[src/rtl/fetch_redirect_pkg.sv]
package fetch_redirect_pkg;
  typedef logic [2:0] br_kind_t;
  localparam br_kind_t BK_NONE    = 3'd0;
  localparam br_kind_t BK_EQZ     = 3'd1;
  localparam br_kind_t BK_NEZ     = 3'd2;
  localparam br_kind_t BK_EQZ_LK  = 3'd3;
  localparam br_kind_t BK_NEZ_LK  = 3'd4;
endpackage

[src/rtl/br_resolve.sv]
module br_resolve
  import fetch_redirect_pkg::*;
#(
  parameter int XLEN = 32
) (
  input  logic            valid_i,
  input  br_kind_t        kind_i,
  input  logic [XLEN-1:0] rs_i,
  input  logic [XLEN-1:0] offset_i,
  input  logic [XLEN-1:0] slot_pc_i,
  output logic            taken_o,
  output logic            annul_o,
  output logic            is_br_o,
  output logic [XLEN-1:0] target_o
);
  localparam int OFS_SHIFT = 2;

  function automatic logic kind_known(br_kind_t k);
    return (k == BK_EQZ) || (k == BK_NEZ) || (k == BK_EQZ_LK) || (k == BK_NEZ_LK);
  endfunction

  function automatic logic kind_likely(br_kind_t k);
    return (k == BK_EQZ_LK) || (k == BK_NEZ_LK);
  endfunction

  function automatic logic cond_met(br_kind_t k, logic [XLEN-1:0] v);
    logic is_zero;
    is_zero = (v == '0);
    case (k)
      BK_EQZ, BK_EQZ_LK: return is_zero;
      BK_NEZ, BK_NEZ_LK: return !is_zero;
      default:           return 1'b0;
    endcase
  endfunction

  function automatic logic [XLEN-1:0] branch_target(logic [XLEN-1:0] slot,
                                                     logic [XLEN-1:0] ofs);
    return slot + (ofs << OFS_SHIFT);
  endfunction

  logic cond_hit;

  always_comb begin
    cond_hit = cond_met(kind_i, rs_i);
    is_br_o  = valid_i && kind_known(kind_i);
    taken_o  = valid_i && cond_hit;
    annul_o  = valid_i && kind_likely(kind_i) && !cond_hit;
    target_o = branch_target(slot_pc_i, offset_i);
  end
endmodule

[src/rtl/pc_unit.sv]
module pc_unit #(
  parameter int               XLEN     = 32,
  parameter logic [XLEN-1:0]  RESET_PC = '0
) (
  input  logic            clk,
  input  logic            rst_n,
  input  logic            stall_i,
  input  logic            redirect_i,
  input  logic [XLEN-1:0] target_i,
  output logic [XLEN-1:0] pc_o,
  output logic [XLEN-1:0] next_pc_o
);
  localparam logic [XLEN-1:0] STEP = XLEN'(4);

  logic [XLEN-1:0] pc_q;
  logic [XLEN-1:0] seq_pc;
  logic [XLEN-1:0] pc_d;

  always_comb begin
    seq_pc = pc_q + STEP;
    if (stall_i)         pc_d = pc_q;
    else if (redirect_i) pc_d = target_i;
    else                 pc_d = seq_pc;
  end

  always_ff @(posedge clk or negedge rst_n) begin
    if (!rst_n) pc_q <= RESET_PC;
    else        pc_q <= pc_d;
  end

  assign pc_o      = pc_q;
  assign next_pc_o = pc_d;


  pc_hold_chk: assert property (@(posedge clk) disable iff (!rst_n)
    stall_i |=> (pc_q == $past(pc_q)));


  pc_step_chk: assert property (@(posedge clk) disable iff (!rst_n)
    (!stall_i && !redirect_i) |=> (pc_q == $past(pc_q) + STEP));


  pc_target_chk: assert property (@(posedge clk) disable iff (!rst_n)
    (!stall_i && redirect_i) |=> (pc_q == $past(target_i)));
endmodule

[src/rtl/ifid_reg.sv]
module ifid_reg #(
  parameter int XLEN = 32,
  parameter int IW   = 32
) (
  input  logic            clk,
  input  logic            rst_n,
  input  logic            stall_i,
  input  logic            squash_i,
  input  logic            branch_in_dec_i,
  input  logic [XLEN-1:0] fetch_pc_i,
  input  logic [IW-1:0]   fetch_word_i,
  output logic            valid_o,
  output logic            slot_o,
  output logic [XLEN-1:0] pc_o,
  output logic [IW-1:0]   instr_o
);
  logic            valid_q;
  logic            slot_q;
  logic [XLEN-1:0] pc_q;
  logic [IW-1:0]   instr_q;

  always_ff @(posedge clk or negedge rst_n) begin
    if (!rst_n) begin
      valid_q <= 1'b0;
      slot_q  <= 1'b0;
      pc_q    <= '0;
      instr_q <= '0;
    end else if (!stall_i) begin
      valid_q <= !squash_i;
      slot_q  <= branch_in_dec_i;
      pc_q    <= fetch_pc_i;
      instr_q <= fetch_word_i;
    end
  end

  assign valid_o = valid_q;
  assign slot_o  = slot_q;
  assign pc_o    = pc_q;
  assign instr_o = instr_q;


  slot_bubble_chk: assert property (@(posedge clk) disable iff (!rst_n)
    (!stall_i && squash_i) |=> !valid_q);


  ifid_hold_chk: assert property (@(posedge clk) disable iff (!rst_n)
    stall_i |=> ($stable(pc_q) && $stable(instr_q) && $stable(valid_q)));
endmodule

[src/rtl/fetch_redirect.sv]
module fetch_redirect
  import fetch_redirect_pkg::*;
#(
  parameter int              XLEN     = 32,
  parameter int              IW       = 32,
  parameter logic [XLEN-1:0] RESET_PC = '0
) (
  input  logic            clk,
  input  logic            rst_n,
  input  logic            stall_i,
  output logic [XLEN-1:0] imem_addr_o,
  input  logic [IW-1:0]   imem_data_i,
  output logic            id_valid_o,
  output logic [XLEN-1:0] id_pc_o,
  output logic [IW-1:0]   id_instr_o,
  input  logic [2:0]      dec_br_kind_i,
  input  logic [XLEN-1:0] dec_rs_i,
  input  logic [XLEN-1:0] dec_offset_i,
  input  logic            dec_reg_we_i,
  input  logic            dec_mem_we_i,
  output logic            id_reg_we_o,
  output logic            id_mem_we_o,
  output logic            redirect_o,
  output logic            squash_o,
  output logic [XLEN-1:0] next_pc_o
);
  logic [XLEN-1:0] fetch_pc;
  logic [XLEN-1:0] br_target;
  logic            br_taken;
  logic            br_annul;
  logic            br_present;
  logic            dec_valid;
  logic            dec_in_slot;

  br_resolve #(.XLEN(XLEN)) u_resolve (
    .valid_i   (dec_valid),
    .kind_i    (br_kind_t'(dec_br_kind_i)),
    .rs_i      (dec_rs_i),
    .offset_i  (dec_offset_i),
    .slot_pc_i (fetch_pc),
    .taken_o   (br_taken),
    .annul_o   (br_annul),
    .is_br_o   (br_present),
    .target_o  (br_target)
  );

  pc_unit #(.XLEN(XLEN), .RESET_PC(RESET_PC)) u_pc (
    .clk        (clk),
    .rst_n      (rst_n),
    .stall_i    (stall_i),
    .redirect_i (br_taken),
    .target_i   (br_target),
    .pc_o       (fetch_pc),
    .next_pc_o  (next_pc_o)
  );

  ifid_reg #(.XLEN(XLEN), .IW(IW)) u_ifid (
    .clk             (clk),
    .rst_n           (rst_n),
    .stall_i         (stall_i),
    .squash_i        (br_annul),
    .branch_in_dec_i (br_present),
    .fetch_pc_i      (fetch_pc),
    .fetch_word_i    (imem_data_i),
    .valid_o         (dec_valid),
    .slot_o          (dec_in_slot),
    .pc_o            (id_pc_o),
    .instr_o         (id_instr_o)
  );

  assign imem_addr_o = fetch_pc;
  assign id_valid_o  = dec_valid;
  assign id_reg_we_o = dec_valid && dec_reg_we_i;
  assign id_mem_we_o = dec_valid && dec_mem_we_i;
  assign redirect_o  = br_taken;
  assign squash_o    = br_annul;


  redirect_squash_excl_chk: assert property (@(posedge clk) disable iff (!rst_n)
    !(redirect_o && squash_o));


  slot_not_branch_chk: assert property (@(posedge clk) disable iff (!rst_n)
    (dec_valid && dec_in_slot) |-> !br_present);


  redirect_needs_valid_chk: assert property (@(posedge clk) disable iff (!rst_n)
    redirect_o |-> id_valid_o);
endmodule

[config.mk]
export PLATFORM = sky130hd
export DESIGN_NAME = fetch_redirect
export DESIGN_NICKNAME = d
export VERILOG_FILES = /design/src/rtl/fetch_redirect_pkg.sv /design/src/rtl/br_resolve.sv /design/src/rtl/pc_unit.sv /design/src/rtl/ifid_reg.sv /design/src/rtl/fetch_redirect.sv
export SDC_FILE = /design/constraint.sdc
export NUM_CORES = 1
export LEC_CHECK = 0
export BUFFER_PORTS_ARGS = -buffer_cell sky130_fd_sc_hd__buf_2
export CAP_MARGIN = 5
export CORE_ASPECT_RATIO = 1.2
export CORE_MARGIN = 5
export CORE_UTILIZATION = 40
export CTS_CLUSTER_SIZE = 16
export DETAILED_ROUTE_END_ITERATION = 10
export HOLD_SLACK_MARGIN = 0.08
export PLACE_DENSITY = 0.67
export SLEW_MARGIN = 15
export SYNTH_ARGS = -nofsm -noshare
export SYNTH_HDL_FRONTEND = slang
export SYNTH_HIERARCHICAL = 1
export SYNTH_SLANG_ARGS = --single-unit
[constraint.sdc]
create_clock -name clk -period 3.7 [get_ports clk]
set_clock_uncertainty 0.05 [all_clocks]
set_input_delay 0.37 -clock clk [delete_from_list [all_inputs] [get_ports clk]]
set_output_delay 0.37 -clock clk [all_outputs]
set_load 0.01 [all_outputs]
# [Word-level counts from Yosys, hierarchy flattened]
# Index checks and enable logic that the tools add are counted.
[classes] addsub=2 n_mul=0 div_mod_pow=0 magnitude_cmp=0 eq_ne=4 n_shift=0 n_mux=3 bitwise=0 reduce_logical=12
[ops] operator="$mux 32" n=2
[ops] operator="$add 32x3->32 const B" n=1
[ops] operator="$add 32x32->32" n=1
[ops] operator="$logic_not 32->1" n=1
[ops] operator="$eq 3x2->1 const B" n=2
[ops] operator="$logic_and 1x1->1" n=5
[ops] operator="$reduce_or 2->1" n=2
[ops] operator="$eq 3x1->1 const B" n=1
[ops] operator="$eq 3x3->1 const B" n=1
[ops] operator="$logic_not 1->1" n=3
[ops] operator="$pmux 1 s2" n=1
[ops] operator="$logic_or 1x1->1" n=1
[word_totals] regBits=97 latch_bits=0 mem_bits_rw=0 rom_bits=0 input_bits=104 output_inout_bits=133 elab_cells=25 mem_count=0

# [Depth between registers and ports, before layout]
[logic_depth] word_depth=6 ltp_mapped=13 mapped_depth_nobuf=13

# [Hierarchy]
# Netlist, hierarchy kept.
[by_module_without_submodules] module="ifid_reg" instances=1 cells_per_inst=140 area_each_um2=2553.7 seq_area_each_um2=1651.6
[by_module_without_submodules] module="pc_unit" instances=1 cells_per_inst=229 area_each_um2=1966.9 seq_area_each_um2=800.8
[by_module_without_submodules] module="br_resolve" instances=1 cells_per_inst=258 area_each_um2=1895.6 seq_area_each_um2=0.0
[by_module_without_submodules] module="fetch_redirect" instances=1 cells_per_inst=2 area_each_um2=12.5 seq_area_each_um2=0.0

# [Worst setup path before layout]
# Ideal clock, no wire load.
[synth_timing] kind="register to output" start="register u_pc.pc_q[2] (netlist: u_pc/pc_o[2])" end="output next_pc_o[26]" arrival_time_ns=2.710 required_time_ns=3.280 path_slack_ns=0.570 stages_incl_launch_ff=13 n_path_buf=0 cell_sequence="dfrtp_1 ha_1 inv_1 fa_1 nor2b_1 o2111ai_1 a311oi_1 nor2_1 o311ai_4 a41oi_1 xnor2_1 a222oi_1 nand2_1"
[synth_via] elab_chain_cells=3 elab_cells_between_ends=4 classes_between="add/sub: 2; mux: 2"
[synth_lines] item="from (decl)" line="pc_unit.sv:15" source="logic [XLEN-1:0] pc_q;"
[synth_lines] item="from (signal assigned)" line="pc_unit.sv:28" source="else pc_q <= pc_d;"
[synth_lines] item="$add 32x32->32" line="br_resolve.sv:38" source="return slot + (ofs << OFS_SHIFT);"
[synth_lines] item="named net br_target[26]" line="fetch_redirect.sv:28" source="logic [XLEN-1:0] br_target;"
[synth_lines] item="$mux 32" line="pc_unit.sv:22" source="else if (redirect_i) pc_d = target_i;"
[synth_lines] item="$mux 32" line="pc_unit.sv:21" source="if (stall_i) pc_d = pc_q;"
[synth_lines] item="to (decl)" line="fetch_redirect.sv:25" source="output logic [XLEN-1:0] next_pc_o"
# The timed path passes the listed nets, and every way through them passes these cells.

# [Final worst setup path]
[layout_timing] start="register u_pc.pc_q[13] (netlist: u_pc/pc_o[13])" end="output next_pc_o[26]"
# The elaborated chain is that of the path after synthesis.

==> summary.md <==
| Metric | Value |
|---|---|
| Placer Congestion | 0.868 |
| Mapped Avg Cell Area | 10.2 um^2 |
| Yosys warning count | 6 |
| DR WL/cell | 18.2 um |
| Clock share of power | 15.7% |
| GRT Overall Usage | 20.2% |
| Static Leak | 3.87 nW |
| TritonCTS clock tree | built |
| Synth Cell Area | 6380 um^2 |
| CP Class | flop to output pin |
| Initial Util | 40.8% |
| Maximum clock insertion buffer count | 2 |
| Finished Layout Cells | 1071 |
| Reg2Reg Setup Slack | 0.83 ns |
| Design area | 8270 um^2 |
| Critical Path RT | 3.28 ns |
| Worst EP arrival | 3.20 ns |
| Iteration-0 DRC Markers | 496 |
| Initial antenna violation count | 0 |
| Min Tclk post-route | 3.62 ns |
| Cell Chain, Critical Path | ha_1 -> nand4_1 -> o221ai_1 -> nor2_2 -> o311ai_4 -> a41oi_1 -> xnor2_1 -> a222oi_1 -> nand2_1 -> buf_2 |
| Final hold vios | 0 |
| Count of pins over their slew limit | 0 |
| Maxcap violations | 0 |
| Fill cells | 1443 |
| Clock-pin slew on the worst setup and hold paths | 0.07 ns |
| Register Area | 2430 um^2 |
| Root Driver | clkbuf_16 |
| Crit path capture type | output pin |
| Vias post-DR | 5813 |
| CP peak stage delay | 0.44 ns |
| RSZ-0062 raised after global routing | true |
| Num rows | 50 |
| Nets@finish | 993 |
| Final setup fails | 0 |
| Largest net degree at the start of global routing | 70 |
| Slowest-stage cell, CP | ha_1 |
| Outcome | finished clean |
| R2R Path End | u_pc/pc_o[26] |
| Final wirelength | 19500 um |
| Sw frac | 43.6% |
| Least-Margin Pin Slew | 0.840 ns |
| Mapped Cells | 625 |
| Logic pwr share | 56.5% |
| Worst setup startpoint | u_pc/pc_o[13] |
| First-pass GRT wire length | 30700 um |
| Net Sw Power | 0.00255 W |
| IO Count | 237 |
| Number of H-tree levels | 3 |
| Die height | 148 um |
| N_diodes | 0 |
| Reg2reg start | u_pc/pc_o[13] |
| Share of layout cells above drive strength 1 | 45.8% |
| Mapped Nets | 760 |
| Worst-path maximum fanout | 6 |
| Area Overhead vs Synth | 29.6% |
| # DRC | 0 |
| Hold Path Class | input pin to async pin |
| Vias in the first global route | 5741 |
| CTS Buf Count | 9 |
| DIE AREA | 18600 um^2 |
| Pwr Density | 708 nW/um^2 |
| Overall power | 0.00585 W |
| Peak supply drop | 0.000384 V |
| Grt ovf | 0 |
| Clock sink count | 97 |
| Reg2reg path depth | 9 |
| DP Cell Count | 1052 |
| Period utilization | 97.7% |
| PortBufs | 234 |
| Core area | 15600 um^2 |
| Post-DRT Antenna Nets | 0 |
| Critical path launch point type | flop |
| Area of the multi-input gates | 3830 um^2 |
| Vias per inst | 5.43 |
| Placed wire-length estimate | 15300 um |
| Max-slew headroom | 44.0% |
| Fmax | 277 MHz |
| TritonRoute pass-1 iters | 5 |
| Post-place instance area | 7790 um^2 |
| Clock Latency Late Sink | 0.35 ns |
| Pint | 0.00330 W |
| Die Wd | 125 um |
| Register share of total power | 27.7% |
[layout make-up]
class                      count  area share, %
multi-input combinational    470           46.3
sequential                    97           29.4
timing repair buffer         259           16.6
tap                          208           3.15
clock buffer                   9           2.72
inverter                      21          0.953
clock inverter                 7          0.817
[how the worst max path moves through the flow]
stage	endpoint	slack, ns	depth (start not counted)
floorplan	next_pc_o[26]	0.57	12
global placement	next_pc_o[26]	0.18	14
detailed placement	next_pc_o[26]	0.16	14
CTS	next_pc_o[26]	0.008	13
global route	next_pc_o[28]	-0.07	14
finish	next_pc_o[26]	0.08	10
[registers in the layout, summed over array words and instances, names as in the netlist]
signal,flops
u_ifid/instr_o,32
u_ifid/valid_o,1
u_ifid/pc_o,32
u_pc/pc_o,32
[metrics by stage]
stage / util [%] / worst slack (ns) / hold slack, ns / TNS (ns)
2_1_floorplan: - / 0.570 / 0.0244 / 0
3_3_place_gp: 49.8 / 0.184 / 0.431 / 0
3_5_place_dp: 49.8 / 0.159 / 0.437 / 0
4_1_cts: 51.9 / 0.00826 / 0.111 / 0
5_1_grt: 52.9 / -0.0654 / 0.149 / -0.114
6_report: 52.9 / 0.0849 / 0.0705 / 0
[what timing repair did]
item | CTS | global route
endpoints found under the setup margin | 4 | 11
pin swaps | 2 | 11
hold endpoints to repair | 0 | 0
resized for setup | 5 | 33
setup buffers | 1 | 2
hold buffers | 0 | 0
[layout by cell type, fill, tap and decap left out, types with 13 or more instances in the layout]
cell type / instances
o21ai_0: 33
dfrtp_1: 95
a21o_1: 15
nand2_1: 38
buf_2: 232
mux2_2: 37
buf_4: 26
a21oi_1: 32
xnor2_1: 20
inv_1: 19
ha_1: 20
mux2_4: 28
nand4_1: 15
nand3_1: 14
nor3_1: 13
nor2_1: 37
[critical path, delay by kind of cell (launching register included)]
kind	cells	cell delay (ns)
buf+inv	1	0.16
fa+ha+maj	1	0.44
xor+xnor	1	0.18
flops	1	0.42
simple gates	3	0.55
compound gates	4	1.11
[power by group through the flow]
stage	sequential, W	clock, W	combinational [W]
floorplan	0.00178	0	0.00181
global placement	0.00162	0	0.00310
detailed placement	0.00163	0	0.00312
CTS	0.00161	0.000943	0.00316
global route	0.00166	0.000997	0.00359
finish	0.00162	0.000919	0.00331
[metal layers]
layer | vias up | GRT usage, % | wire length, um
li1 | 2798 | - | -
met1 | 2740 | 27.6 | 8490
met2 | 239 | 32.3 | 9190
met3 | 36 | 3.20 | 1230
met4 | 0 | 8.24 | 601
met5 | - | 0 | 0
No activity file was read; power rests on OpenSTA's default activity.
